<file path="src/rtl/bkpt_pkg.sv">
package bkpt_pkg;

  typedef struct packed {
    logic [3:0] kind;   // compare mode
    logic [3:0] link;   // linked entry index
    logic [3:0] bsel;   // halfword select
    logic [1:0] plev;   // {privileged, user} permit
    logic       en;
  } bp_ctrl_t;

  function automatic logic priv_ok(input logic [1:0] plev, input logic priv);
    return (plev[1] & priv) | (plev[0] & ~priv);
  endfunction

  // context-family codes: 001x, 011x, 100x, 101x
  function automatic logic is_ctx_kind(input logic [3:0] kind);
    return (kind[3:1] == 3'b001) || (kind[3:1] == 3'b011) ||
           (kind[3:1] == 3'b100) || (kind[3:1] == 3'b101);
  endfunction

endpackage

</file>
<file path="src/rtl/bkpt_cfg_store.sv">
module bkpt_cfg_store
  import bkpt_pkg::*;
#(
  parameter int NUM_BP = 4,
  parameter int DATA_W = 32,
  parameter int VMID_W = 8
) (
  input  logic              clk,
  input  logic              rst,
  input  logic              we,
  input  logic [1:0]        kind,
  input  logic [3:0]        idx,
  input  logic [DATA_W-1:0] wdata,
  output bp_ctrl_t          ctrl_o [NUM_BP],
  output logic [DATA_W-1:0] val_o  [NUM_BP],
  output logic [VMID_W-1:0] vmid_o [NUM_BP]
);

  bp_ctrl_t ctrl_w;
  assign ctrl_w = '{kind: wdata[23:20], link: wdata[19:16], bsel: wdata[8:5],
                    plev: wdata[2:1], en: wdata[0]};

  logic unused_bits;
  assign unused_bits = ^{wdata[DATA_W-1:24], wdata[15:9], wdata[4:3]};

  for (genvar i = 0; i < NUM_BP; i++) begin : g_ent
    logic sel;
    assign sel = we && (idx == 4'(i));

    always_ff @(posedge clk) begin
      if (rst) begin
        ctrl_o[i] <= '0;
        val_o[i]  <= '0;
        vmid_o[i] <= '0;
      end else if (sel) begin
        case (kind)
          2'b00:   ctrl_o[i] <= ctrl_w;
          2'b01:   val_o[i]  <= wdata;
          2'b10:   vmid_o[i] <= wdata[VMID_W-1:0];
          default: ;
        endcase
      end
    end


    reset_clears_en_chk: assert property (@(posedge clk) rst |=> !ctrl_o[i].en);
  end

endmodule

</file>
<file path="src/rtl/bkpt_ctx_match.sv">
module bkpt_ctx_match
  import bkpt_pkg::*;
#(
  parameter int NUM_BP = 4,
  parameter int DATA_W = 32,
  parameter int VMID_W = 8
) (
  input  logic              clk,
  input  logic              rst,
  input  bp_ctrl_t          ctrl_i [NUM_BP],
  input  logic [DATA_W-1:0] val_i  [NUM_BP],
  input  logic [VMID_W-1:0] vmid_i [NUM_BP],
  input  logic [DATA_W-1:0] ins_ctx,
  input  logic [VMID_W-1:0] ins_vmid,
  input  logic              ins_priv,
  output logic [NUM_BP-1:0] cond_o,  // link target condition
  output logic [NUM_BP-1:0] hit_o    // own hit
);

  for (genvar i = 0; i < NUM_BP; i++) begin : g_ent
    logic ctx_eq, vm_eq, cmp;
    assign ctx_eq = (ins_ctx == val_i[i]);
    assign vm_eq  = (ins_vmid == vmid_i[i]);

    always_comb begin
      case (ctrl_i[i].kind[3:1])
        3'b001, 3'b011: cmp = ctx_eq;
        3'b100:         cmp = vm_eq;
        3'b101:         cmp = ctx_eq & vm_eq;
        default:        cmp = 1'b0;
      endcase
    end

    assign cond_o[i] = ctrl_i[i].en & cmp;
    assign hit_o[i]  = cond_o[i] & ~ctrl_i[i].kind[0] & priv_ok(ctrl_i[i].plev, ins_priv);

    logic unused_bits;
    assign unused_bits = ^{ctrl_i[i].link, ctrl_i[i].bsel};


    disabled_ctx_quiet_chk: assert property (@(posedge clk) disable iff (rst)
      !ctrl_i[i].en |-> !cond_o[i] && !hit_o[i]);

    linked_ctx_no_own_hit_chk: assert property (@(posedge clk) disable iff (rst)
      ctrl_i[i].kind[0] |-> !hit_o[i]);
  end

endmodule

</file>
<file path="src/rtl/bkpt_addr_match.sv">
module bkpt_addr_match
  import bkpt_pkg::*;
#(
  parameter int NUM_BP = 4,
  parameter int DATA_W = 32
) (
  input  logic              clk,
  input  logic              rst,
  input  bp_ctrl_t          ctrl_i [NUM_BP],
  input  logic [DATA_W-1:0] val_i  [NUM_BP],
  input  logic [NUM_BP-1:0] link_i,
  input  logic [DATA_W-1:0] ins_addr,
  input  logic              ins_is32,
  input  logic              ins_priv,
  output logic [NUM_BP-1:0] hit_o
);

  logic [15:0] link_ext;
  assign link_ext = 16'(link_i);

  logic unused_bits;
  assign unused_bits = ins_addr[0];

  for (genvar i = 0; i < NUM_BP; i++) begin : g_ent
    logic word_eq, legal, pick, base, link_ok;
    assign word_eq = (ins_addr[DATA_W-1:2] == val_i[i][DATA_W-1:2]);

    always_comb begin
      legal = 1'b1;
      case (ctrl_i[i].bsel)
        4'b0011: pick = word_eq & ~ins_addr[1] & ~ins_is32;
        4'b1100: pick = word_eq &  ins_addr[1] & ~ins_is32;
        4'b1111: pick = word_eq & ~ins_addr[1] &  ins_is32;
        default: begin pick = 1'b0; legal = 1'b0; end
      endcase
    end

    always_comb begin
      case (ctrl_i[i].kind[3:1])
        3'b000:  base = legal & pick;
        3'b010:  base = (ctrl_i[i].bsel == 4'b0000) ? 1'b1 : (legal & ~pick);
        default: base = 1'b0;
      endcase
    end

    assign link_ok = ~ctrl_i[i].kind[0] |
                     ((int'(ctrl_i[i].link) < NUM_BP) && link_ext[ctrl_i[i].link]);
    assign hit_o[i] = ctrl_i[i].en & base & link_ok & priv_ok(ctrl_i[i].plev, ins_priv);

    logic unused_val;
    assign unused_val = ^val_i[i][1:0];


    linked_needs_target_chk: assert property (@(posedge clk) disable iff (rst)
      hit_o[i] && ctrl_i[i].kind[0] |->
        (int'(ctrl_i[i].link) < NUM_BP) && link_ext[ctrl_i[i].link]);

    reserved_bsel_quiet_chk: assert property (@(posedge clk) disable iff (rst)
      (ctrl_i[i].kind[3:1] == 3'b000) && !(ctrl_i[i].bsel inside {4'b0011, 4'b1100, 4'b1111})
        |-> !hit_o[i]);

    priv_gate_chk: assert property (@(posedge clk) disable iff (rst)
      (ctrl_i[i].plev == 2'b00) |-> !hit_o[i]);
  end

endmodule

</file>
<file path="src/rtl/bkpt_match_unit.sv">
module bkpt_match_unit
  import bkpt_pkg::*;
#(
  parameter int NUM_BP = 4,
  parameter int DATA_W = 32,
  parameter int VMID_W = 8
) (
  input  logic              clk,
  input  logic              rst,
  input  logic              cfg_we,
  input  logic [1:0]        cfg_kind,
  input  logic [3:0]        cfg_idx,
  input  logic [DATA_W-1:0] cfg_wdata,
  input  logic              ins_valid,
  input  logic [DATA_W-1:0] ins_addr,
  input  logic              ins_is32,
  input  logic              ins_priv,
  input  logic [DATA_W-1:0] ins_ctx,
  input  logic [VMID_W-1:0] ins_vmid,
  output logic [NUM_BP-1:0] hit_vec,
  output logic              dbg_event
);

  bp_ctrl_t          ctrl [NUM_BP];
  logic [DATA_W-1:0] val  [NUM_BP];
  logic [VMID_W-1:0] vmid [NUM_BP];
  logic [NUM_BP-1:0] ctx_cond, ctx_hit, addr_hit, hit_comb;

  bkpt_cfg_store #(.NUM_BP(NUM_BP), .DATA_W(DATA_W), .VMID_W(VMID_W)) u_store (
    .clk(clk), .rst(rst), .we(cfg_we), .kind(cfg_kind), .idx(cfg_idx),
    .wdata(cfg_wdata), .ctrl_o(ctrl), .val_o(val), .vmid_o(vmid));

  bkpt_ctx_match #(.NUM_BP(NUM_BP), .DATA_W(DATA_W), .VMID_W(VMID_W)) u_ctx (
    .clk(clk), .rst(rst), .ctrl_i(ctrl), .val_i(val), .vmid_i(vmid),
    .ins_ctx(ins_ctx), .ins_vmid(ins_vmid), .ins_priv(ins_priv),
    .cond_o(ctx_cond), .hit_o(ctx_hit));

  bkpt_addr_match #(.NUM_BP(NUM_BP), .DATA_W(DATA_W)) u_addr (
    .clk(clk), .rst(rst), .ctrl_i(ctrl), .val_i(val), .link_i(ctx_cond),
    .ins_addr(ins_addr), .ins_is32(ins_is32), .ins_priv(ins_priv), .hit_o(addr_hit));

  assign hit_comb = ctx_hit | addr_hit;

  always_ff @(posedge clk) begin
    if (rst) begin
      hit_vec   <= '0;
      dbg_event <= 1'b0;
    end else begin
      hit_vec   <= ins_valid ? hit_comb : '0;
      dbg_event <= ins_valid & (|hit_comb);
    end
  end


  idle_no_hit_chk: assert property (@(posedge clk) disable iff (rst)
    !ins_valid |=> (hit_vec == '0) && !dbg_event);

  event_is_or_chk: assert property (@(posedge clk) disable iff (rst)
    dbg_event == (hit_vec != '0));

endmodule

</file>
<file path="config.mk">
export PLATFORM = sky130hd
export DESIGN_NAME = bkpt_match_unit
export DESIGN_NICKNAME = d
export VERILOG_FILES = /design/src/rtl/bkpt_pkg.sv /design/src/rtl/bkpt_cfg_store.sv /design/src/rtl/bkpt_ctx_match.sv /design/src/rtl/bkpt_addr_match.sv /design/src/rtl/bkpt_match_unit.sv
export SDC_FILE = /design/constraint.sdc
export NUM_CORES = 1
export LEC_CHECK = 0
export ABC_CLOCK_PERIOD_IN_PS = 4400
export BUFFER_PORTS_ARGS = -buffer_cell sky130_fd_sc_hd__buf_2
export CORE_UTILIZATION = 39
export CTS_CLUSTER_SIZE = 20
export DETAILED_ROUTE_END_ITERATION = 10
export PLACE_DENSITY_LB_ADDON = 0.1
export RECOVER_POWER = 100
export SLEW_MARGIN = 20
export SYNTH_ARGS = -nofsm -noshare
export SYNTH_HDL_FRONTEND = slang
export SYNTH_SLANG_ARGS = --single-unit
</file>
<file path="constraint.sdc">
create_clock -name clk -period 4.4 [get_ports clk]
set_input_delay 0.22 -clock clk [delete_from_list [all_inputs] [get_ports clk]]
set_output_delay 0.22 -clock clk [all_outputs]
set_load 0.01 [all_outputs]
</file>
==> summary.txt, run 1 <==
Outcome
  – Status: finished with violations
  – Failing checks: capacitance limit, slew limit

Clock network
  – Clock-pin slew on the worst setup and hold paths: 60 ps
  – Max Root-Sink Buffers: 3
  – Clk Latency, worst-skew pair: 540 ps
  – CTS tree: done
  – Clock sinks: 225
  – CTS root buf: clkbuf_16
  – Clock H-tree levels: 1
  – TritonCTS Buffers: 27
  – Post_cts resized: 0

Critical path
  – Worst Setup Start Kind: register
  – Max FO, Critical Path: 3
  – Crit path kind: reg2reg
  – Worst path max stage delay: 670 ps
  – Critical Path RT: 4800 ps
  – RR Endpoint: dbg_event$_SDFF_PP0_
  – R2R Setup Slk: 840 ps
  – CP endpoint kind: register
  – CP Cell Sequence: xor2_1 > nor4_1 > nand4_1 > nor4_1 > a21oi_1 > o21ai_0 > a21oi_1 > o21a_1 > or4_4
  – Worst EP arrival: 3960 ps
  – Worst R2R Path Depth: 9
  – Slowest CP cell: nor4_1
  – R2r startpoint: u_store.val_o[37]$_SDFFE_PP0P_

Cells and area
  – ANT cells: 0
  – Post-Layout Inst Area: 13,500 um^2
  – Nets@finish: 1,681
  – Share of cells above drive strength 1: 0.111
  – Core Util, Final: 0.464
  – Layout area overhead: 15.6%

Power and ir drop
  – Worst vdd ir: 0.256 mV
  – Leakage: 5.25 nW
  – PwrDens: 340 nW/um^2

Global route
  – GRT Resource Usage Total: 0.289
  – Antenna violations before repair: 2
  – Residual overflow from global routing: 0
  – First-pass GRT wire length: 65,500 um
  – Largest net degree at the start of global routing: 102
  – Vias in the first global route: 10,000

Placed design
  – Final RePlAce weighted congestion: 1.08
  – Count of input and output buffers: 119
  – Placed instance area: 12,500 um^2
  – Hpwl dp: 32,600 um

STA
  – Hold violation count in the final report: 0
  – Slew Viols, Final: 147
  – Clock Skews: 15.4 ps
  – RSZ-0062 raised after global routing: false
  – Worst-margin pin slew: 2400 ps
  – Max_slew headroom: -0.611
  – Worst hold slack: 29.8 ps
  – Fmax: 0.281 GHz
  – Setup Viol. Count Final: 0
  – Final period utilization: 0.809
  – Post-route setup TNS: 0 ps
  – Fin crit period: 3560 ps

Routing
  – Routed wire per std cell: 22.6 um
  – Routed Antenna Nets: 0
  – Total Routed Length: 44,500 um
  – Drt pass-1 iters: 5
  – Iter 0 DRT Violations: 979
  – Vias: 10,700
  – DRC violations left: 0
  – Vias/cell: 5.45

Worst hold path
  – HP Class: in2reg
  – Hold path depth: 3
  – Critical hold path startpoint: cfg_wdata[3]
  – Worst hold endpoint: u_store.val_o[67]$_SDFFE_PP0P_

Die
  – Die Height: 175 um
  – Row cnt: 62
  – Die W: 175 um
  – Starting density of the core: 0.402
  – I/O Pins: 121
  – Die area: 30,600 um^2
  – Core area: 29,000 um^2

Synth
  – Primary FF master, synth: dfxtp_1
  – Post-synth top area cell: dfxtp_1
  – Ys Warns: 0
  – FFs w/ async S/R, synth: 0
  – Synth area leaders: dfxtp_1, xor2_1, nand2_1
  – Cells after synthesis: 1,478
  – Register area share after synthesis: 0.386
  – Count of cell types in the netlist: 44
  – Synth cell count leaders: nand2_1, dfxtp_1, xor2_1
  – Synthesized area per cell: 7.89 um^2
  – Post-synth top area share: 0.386
  – Number of synthesized flops with an enable pin: 0
  – Syn_nets: 1,594
  – Count leader, synth: nand2_1
  – Mapped cell area: 11,700 um^2
  – Yosys reg bits: 225

Flow run
  – Maxcap violations: 6
-- flip-flops by register name, indices dropped and copies added (netlist names) --
name / cells
u_store.val_o: 128
u_store.ctrl_o: 60
dbg_event: 1
u_store.vmid_o: 32
hit_vec: 4
-- how the worst max path moves through the flow --
stage                                         start                    to  slack [ps]  cells after the start
CTS                  u_store.val_o[37]$_SDFFE_PP0P_  dbg_event$_SDFF_PP0_        1040                      9
floorplan           u_store.ctrl_o[35]$_SDFFE_PP0P_  dbg_event$_SDFF_PP0_        2040                      9
global route         u_store.val_o[37]$_SDFFE_PP0P_  dbg_event$_SDFF_PP0_         690                      9
global placement                        ins_addr[5]  dbg_event$_SDFF_PP0_        1070                     10
detailed placement                      ins_addr[5]  dbg_event$_SDFF_PP0_        1060                     10
finish               u_store.val_o[37]$_SDFFE_PP0P_  dbg_event$_SDFF_PP0_         840                      9
-- cell families after synthesis --
group | after synthesis | share of synthesized area
AO/OA/AOI/OAI | 229 | 0.105
buffers and inverters | 92 | 0.0307
multiplexers | 38 | 0.0339
flip-flops | 225 | 0.386
XOR/XNOR | 284 | 0.213
AND/OR/NAND/NOR | 610 | 0.230
-- metrics by stage --
| step | total power (W) | instances | setup WS (ps) |
|---|---|---|---|
| floorplan | 0.00228 | 1478 | 2040 |
| global placement | 0.00250 | 1903 | 1070 |
| detailed placement | 0.00250 | 1903 | 1060 |
| CTS | 0.00462 | 1966 | 1040 |
| global route | 0.00473 | 1966 | 690 |
| finish | 0.00458 | 1966 | 841 |
-- worst max-delay path: cells and delay by family (launching register included) --
| kind | cells | cell delay, ps |
|---|---|---|
| AND/OR/NAND/NOR | 4 | 1940 |
| AO/OA/AOI/OAI | 4 | 880 |
| flip-flops | 1 | 340 |
| XOR/XNOR | 1 | 260 |
-- cell type report --
| type | instances | area (um^2) |
|---|---|---|
| Inverter | 6 | 22.5 |
| Clock buffer | 36 | 769 |
| Timing Repair Buffer | 144 | 822 |
| Fill cell | 2959 | 15500 |
| Clock inverter | 10 | 62.6 |
| Multi-Input combinational cell | 1161 | 6810 |
| Tap cell | 384 | 480 |
| Sequential cell | 225 | 4500 |
-- per-layer routing --
metal	part of all wire	wire length, um	track usage	vias to the layer above
met3	0.074	3290	0.0522	55
li1	-	-	-	5108
met4	0.022	982	0.0670	4
met5	0.00063	28	0	-
met1	0.48	21200	0.432	5173
met2	0.43	19000	0.426	370
-- where the power goes --
group	switching [W]	internal, W
clock network	0.000889	0.00122
logic	0.000286	0.000131
registers	0.00000907	0.00205
-- cells in the final DEF, fill, tap and decap left out, types with 3 or more instances in the layout --
cell type	instances
or3_1	5
nand2b_1	4
nand4_1	25
nor2b_1	6
buf_2	113
clkbuf_1	9
nand2_1	400
buf_4	7
nor2_2	4
clkbuf_8	6
clkbuf_16	27
dlygate4sd3_1	17
inv_1	6
xor2_1	225
nor3b_1	4
dfxtp_1	225
xnor2_1	59
and3b_1	4
o21a_1	4
a31oi_1	4
mux2i_1	35
nor2_1	47
nor3_1	13
o21ai_0	10
clkinv_2	6
a21oi_1	191
o41ai_1	4
and3_1	3
nand3_1	25
nor4_1	61
o2111ai_1	4
-- what timing repair did --
action / CTS / global route
hold endpoints to repair: 65 / 0
hold buffers: 17 / 0
setup buffers: 0 / 0
Power figures use the tool's default switching activity.
==> run 2: changes to the inputs <==
- ABC_CLOCK_PERIOD_IN_PS: 4400 -> 3600
- clock period: 4.4 -> 3.6 ns (I/O delays scaled with it)
==> run 2 against run 1 <==
  * The run still ends with capacitance limit, slew limit left
  * Core utilization rose by 0.52 points
  * Sequential power up 22%
  * Highest routed layer is now met4
  * Design area up 1.1%
  * First-iteration DRC count fell by 11%
  * Die area unchanged
  * Clock skew about the same
  * Combinational power grew 24%
  * Largest cell class unchanged
  * Clock-buffer cell count grew 1
  * Critical path type unchanged
  * Power rose by 26%
  * Non-clock buffer count is 11 higher
==> summary.txt, run 2 (same netlist as run 1, synthesis figures left out) <==
Clock network
  – CTS root buf: clkbuf_16
  – CTS tree: done
  – Clock H-tree levels: 1
  – Hold Buf Count CTS: 20
  – Post-CTS Setup Repair Bufs: 0
  – TritonCTS Buffers: 27
  – Clock sinks: 225
  – Clock-pin slew on the worst setup and hold paths: 60 ps
  – Post_cts resized: 0
  – Max Root-Sink Buffers: 3
  – Clk Latency, worst-skew pair: 550 ps

STA
  – RSZ-0062 raised after global routing: false
  – Fin crit period: 3300 ps
  – Slew Viols, Final: 226
  – Fmax: 0.303 GHz
  – Worst-margin pin slew: 2630 ps
  – Max_slew headroom: -0.756
  – Setup Viol. Count Final: 0
  – Final period utilization: 0.916
  – Hold violation count in the final report: 0
  – Worst hold slack: 11.4 ps
  – Post-route setup TNS: 0 ps
  – Clock Skews: 15.1 ps

Global route
  – GRT Resource Usage Total: 0.288
  – Largest net degree at the start of global routing: 210
  – First-pass GRT wire length: 65,000 um
  – Residual overflow from global routing: 0
  – Vias in the first global route: 9,906
  – Antenna violations before repair: 0

Power and ir drop
  – Net Switching: 0.00148 W
  – PwrDens: 423 nW/um^2
  – Clock power frac: 0.474
  – Power Total: 0.00576 W
  – Cell-internal power: 0.00428 W
  – Comb power frac: 0.090
  – Leakage: 5.34 nW
  – Sw Ratio: 0.256
  – Flop pwr share: 0.436
  – Worst vdd ir: 0.311 mV

Die
  – Row cnt: 62
  – Die W: 175 um
  – Die area: 30,600 um^2
  – I/O Pins: 121
  – Die Height: 175 um
  – Core area: 29,000 um^2
  – Starting density of the core: 0.402

Cells and area
  – Share of cells above drive strength 1: 0.119
  – Nets@finish: 1,692
  – Max reg flops: 128
  – Most frequent cells in the layout: nand2_1, xor2_1, dfxtp_1
  – Top Registers: u_store.val_o: 128 flops, u_store.ctrl_o: 60 flops, u_store.vmid_o: 32 flops
  – Final cell count without fillers: 1,980
  – Most common cell after layout, fill and taps aside: nand2_1
  – Layout area overhead: 16.9%
  – Biggest register: u_store.val_o
  – ANT cells: 0

Critical path
  – Worst R2R Path Depth: 9
  – Worst Setup Start Kind: register
  – Critical Path RT: 4010 ps
  – Max FO, Critical Path: 6
  – R2R Setup Slk: 300 ps
  – Crit path kind: reg2reg
  – Worst EP arrival: 3710 ps
  – R2r startpoint: u_store.ctrl_o[21]$_SDFFE_PP0P_
  – RR Endpoint: dbg_event$_SDFF_PP0_
  – CP endpoint kind: register

Routing
  – Iter 0 DRT Violations: 872
  – Routed Antenna Nets: 0
  – Vias: 10,700
  – Vias/cell: 5.40
  – Routed wire per std cell: 22.5 um
  – Total Routed Length: 44,600 um
  – Drt pass-1 iters: 6
  – DRC violations left: 0

Worst hold path
  – Critical hold path startpoint: cfg_wdata[16]
  – HP Class: in2reg
  – Hold path depth: 3
  – Worst hold endpoint: u_store.ctrl_o[37]$_SDFFE_PP0P_

Placed design
  – Hpwl dp: 32,600 um
  – Count of input and output buffers: 119
  – Inst Count DP: 1,911
  – Final RePlAce weighted congestion: 1.00

Flow run
  – Maxcap violations: 2

Outcome
  – Status: finished with violations
  – Failing checks: capacitance limit, slew limit
run 2: how the worst max path moves through the flow:
stage | startpoint | to | slack [ps] | cells past startpoint
floorplan | u_store.ctrl_o[35]$_SDFFE_PP0P_ | dbg_event$_SDFF_PP0_ | 1240 | 9
global placement | u_store.ctrl_o[21]$_SDFFE_PP0P_ | dbg_event$_SDFF_PP0_ | 320 | 9
detailed placement | u_store.ctrl_o[21]$_SDFFE_PP0P_ | dbg_event$_SDFF_PP0_ | 330 | 9
CTS | u_store.ctrl_o[21]$_SDFFE_PP0P_ | dbg_event$_SDFF_PP0_ | 270 | 9
global route | u_store.ctrl_o[21]$_SDFFE_PP0P_ | dbg_event$_SDFF_PP0_ | 160 | 9
finish | u_store.ctrl_o[21]$_SDFFE_PP0P_ | dbg_event$_SDFF_PP0_ | 300 | 9
run 2: final cells by class:
cell class | instances | area [um^2]
clock buffers | 37 | 763
clock inverters | 12 | 116
fillers | 2933 | 15400
inverters | 6 | 22.5
multi-input cells | 1161 | 6830
flip-flops and latches | 225 | 4500
well taps | 384 | 480
repair buffers | 155 | 908
run 2: per-layer routing:
layer | track usage | vias up | part of all wire | routed length [um]
met4 | 0.0880 | 0 | 0.030 | 1340
met3 | 0.0564 | 63 | 0.077 | 3450
met2 | 0.420 | 375 | 0.42 | 18900
li1 | - | 5134 | - | -
met5 | 0 | - | 0 | 0
met1 | 0.424 | 5111 | 0.47 | 20900
run 2: metrics by stage:
stage	setup slack (ps)	util	cell area (um^2)
after floorplan	1240	-	11700
after global placement	318	0.433	12600
after detailed placement	328	0.433	12600
after CTS	266	0.471	13700
after global routing	162	0.469	13600
final	302	0.469	13600
run 2: power by group through the flow:
stage          registers, W  logic [W]  clock network [W]
6_report            0.00251   0.000517            0.00273
5_1_grt             0.00251   0.000543            0.00288
4_1_cts             0.00251   0.000511            0.00276
3_5_place_dp        0.00257   0.000491                  0
3_3_place_gp        0.00257   0.000494                  0
2_1_floorplan       0.00256   0.000226                  0
run 2: worst max-delay path, stage by stage, from the launching register on:
cell and delay, ps:
dfxtp_1 430, nand2_1 90, o41ai_1 600, nand3_1 180
nor4_1 580, a21oi_1 80, o21ai_1 330, a21oi_1 130
o21a_1 210, or4_4 520
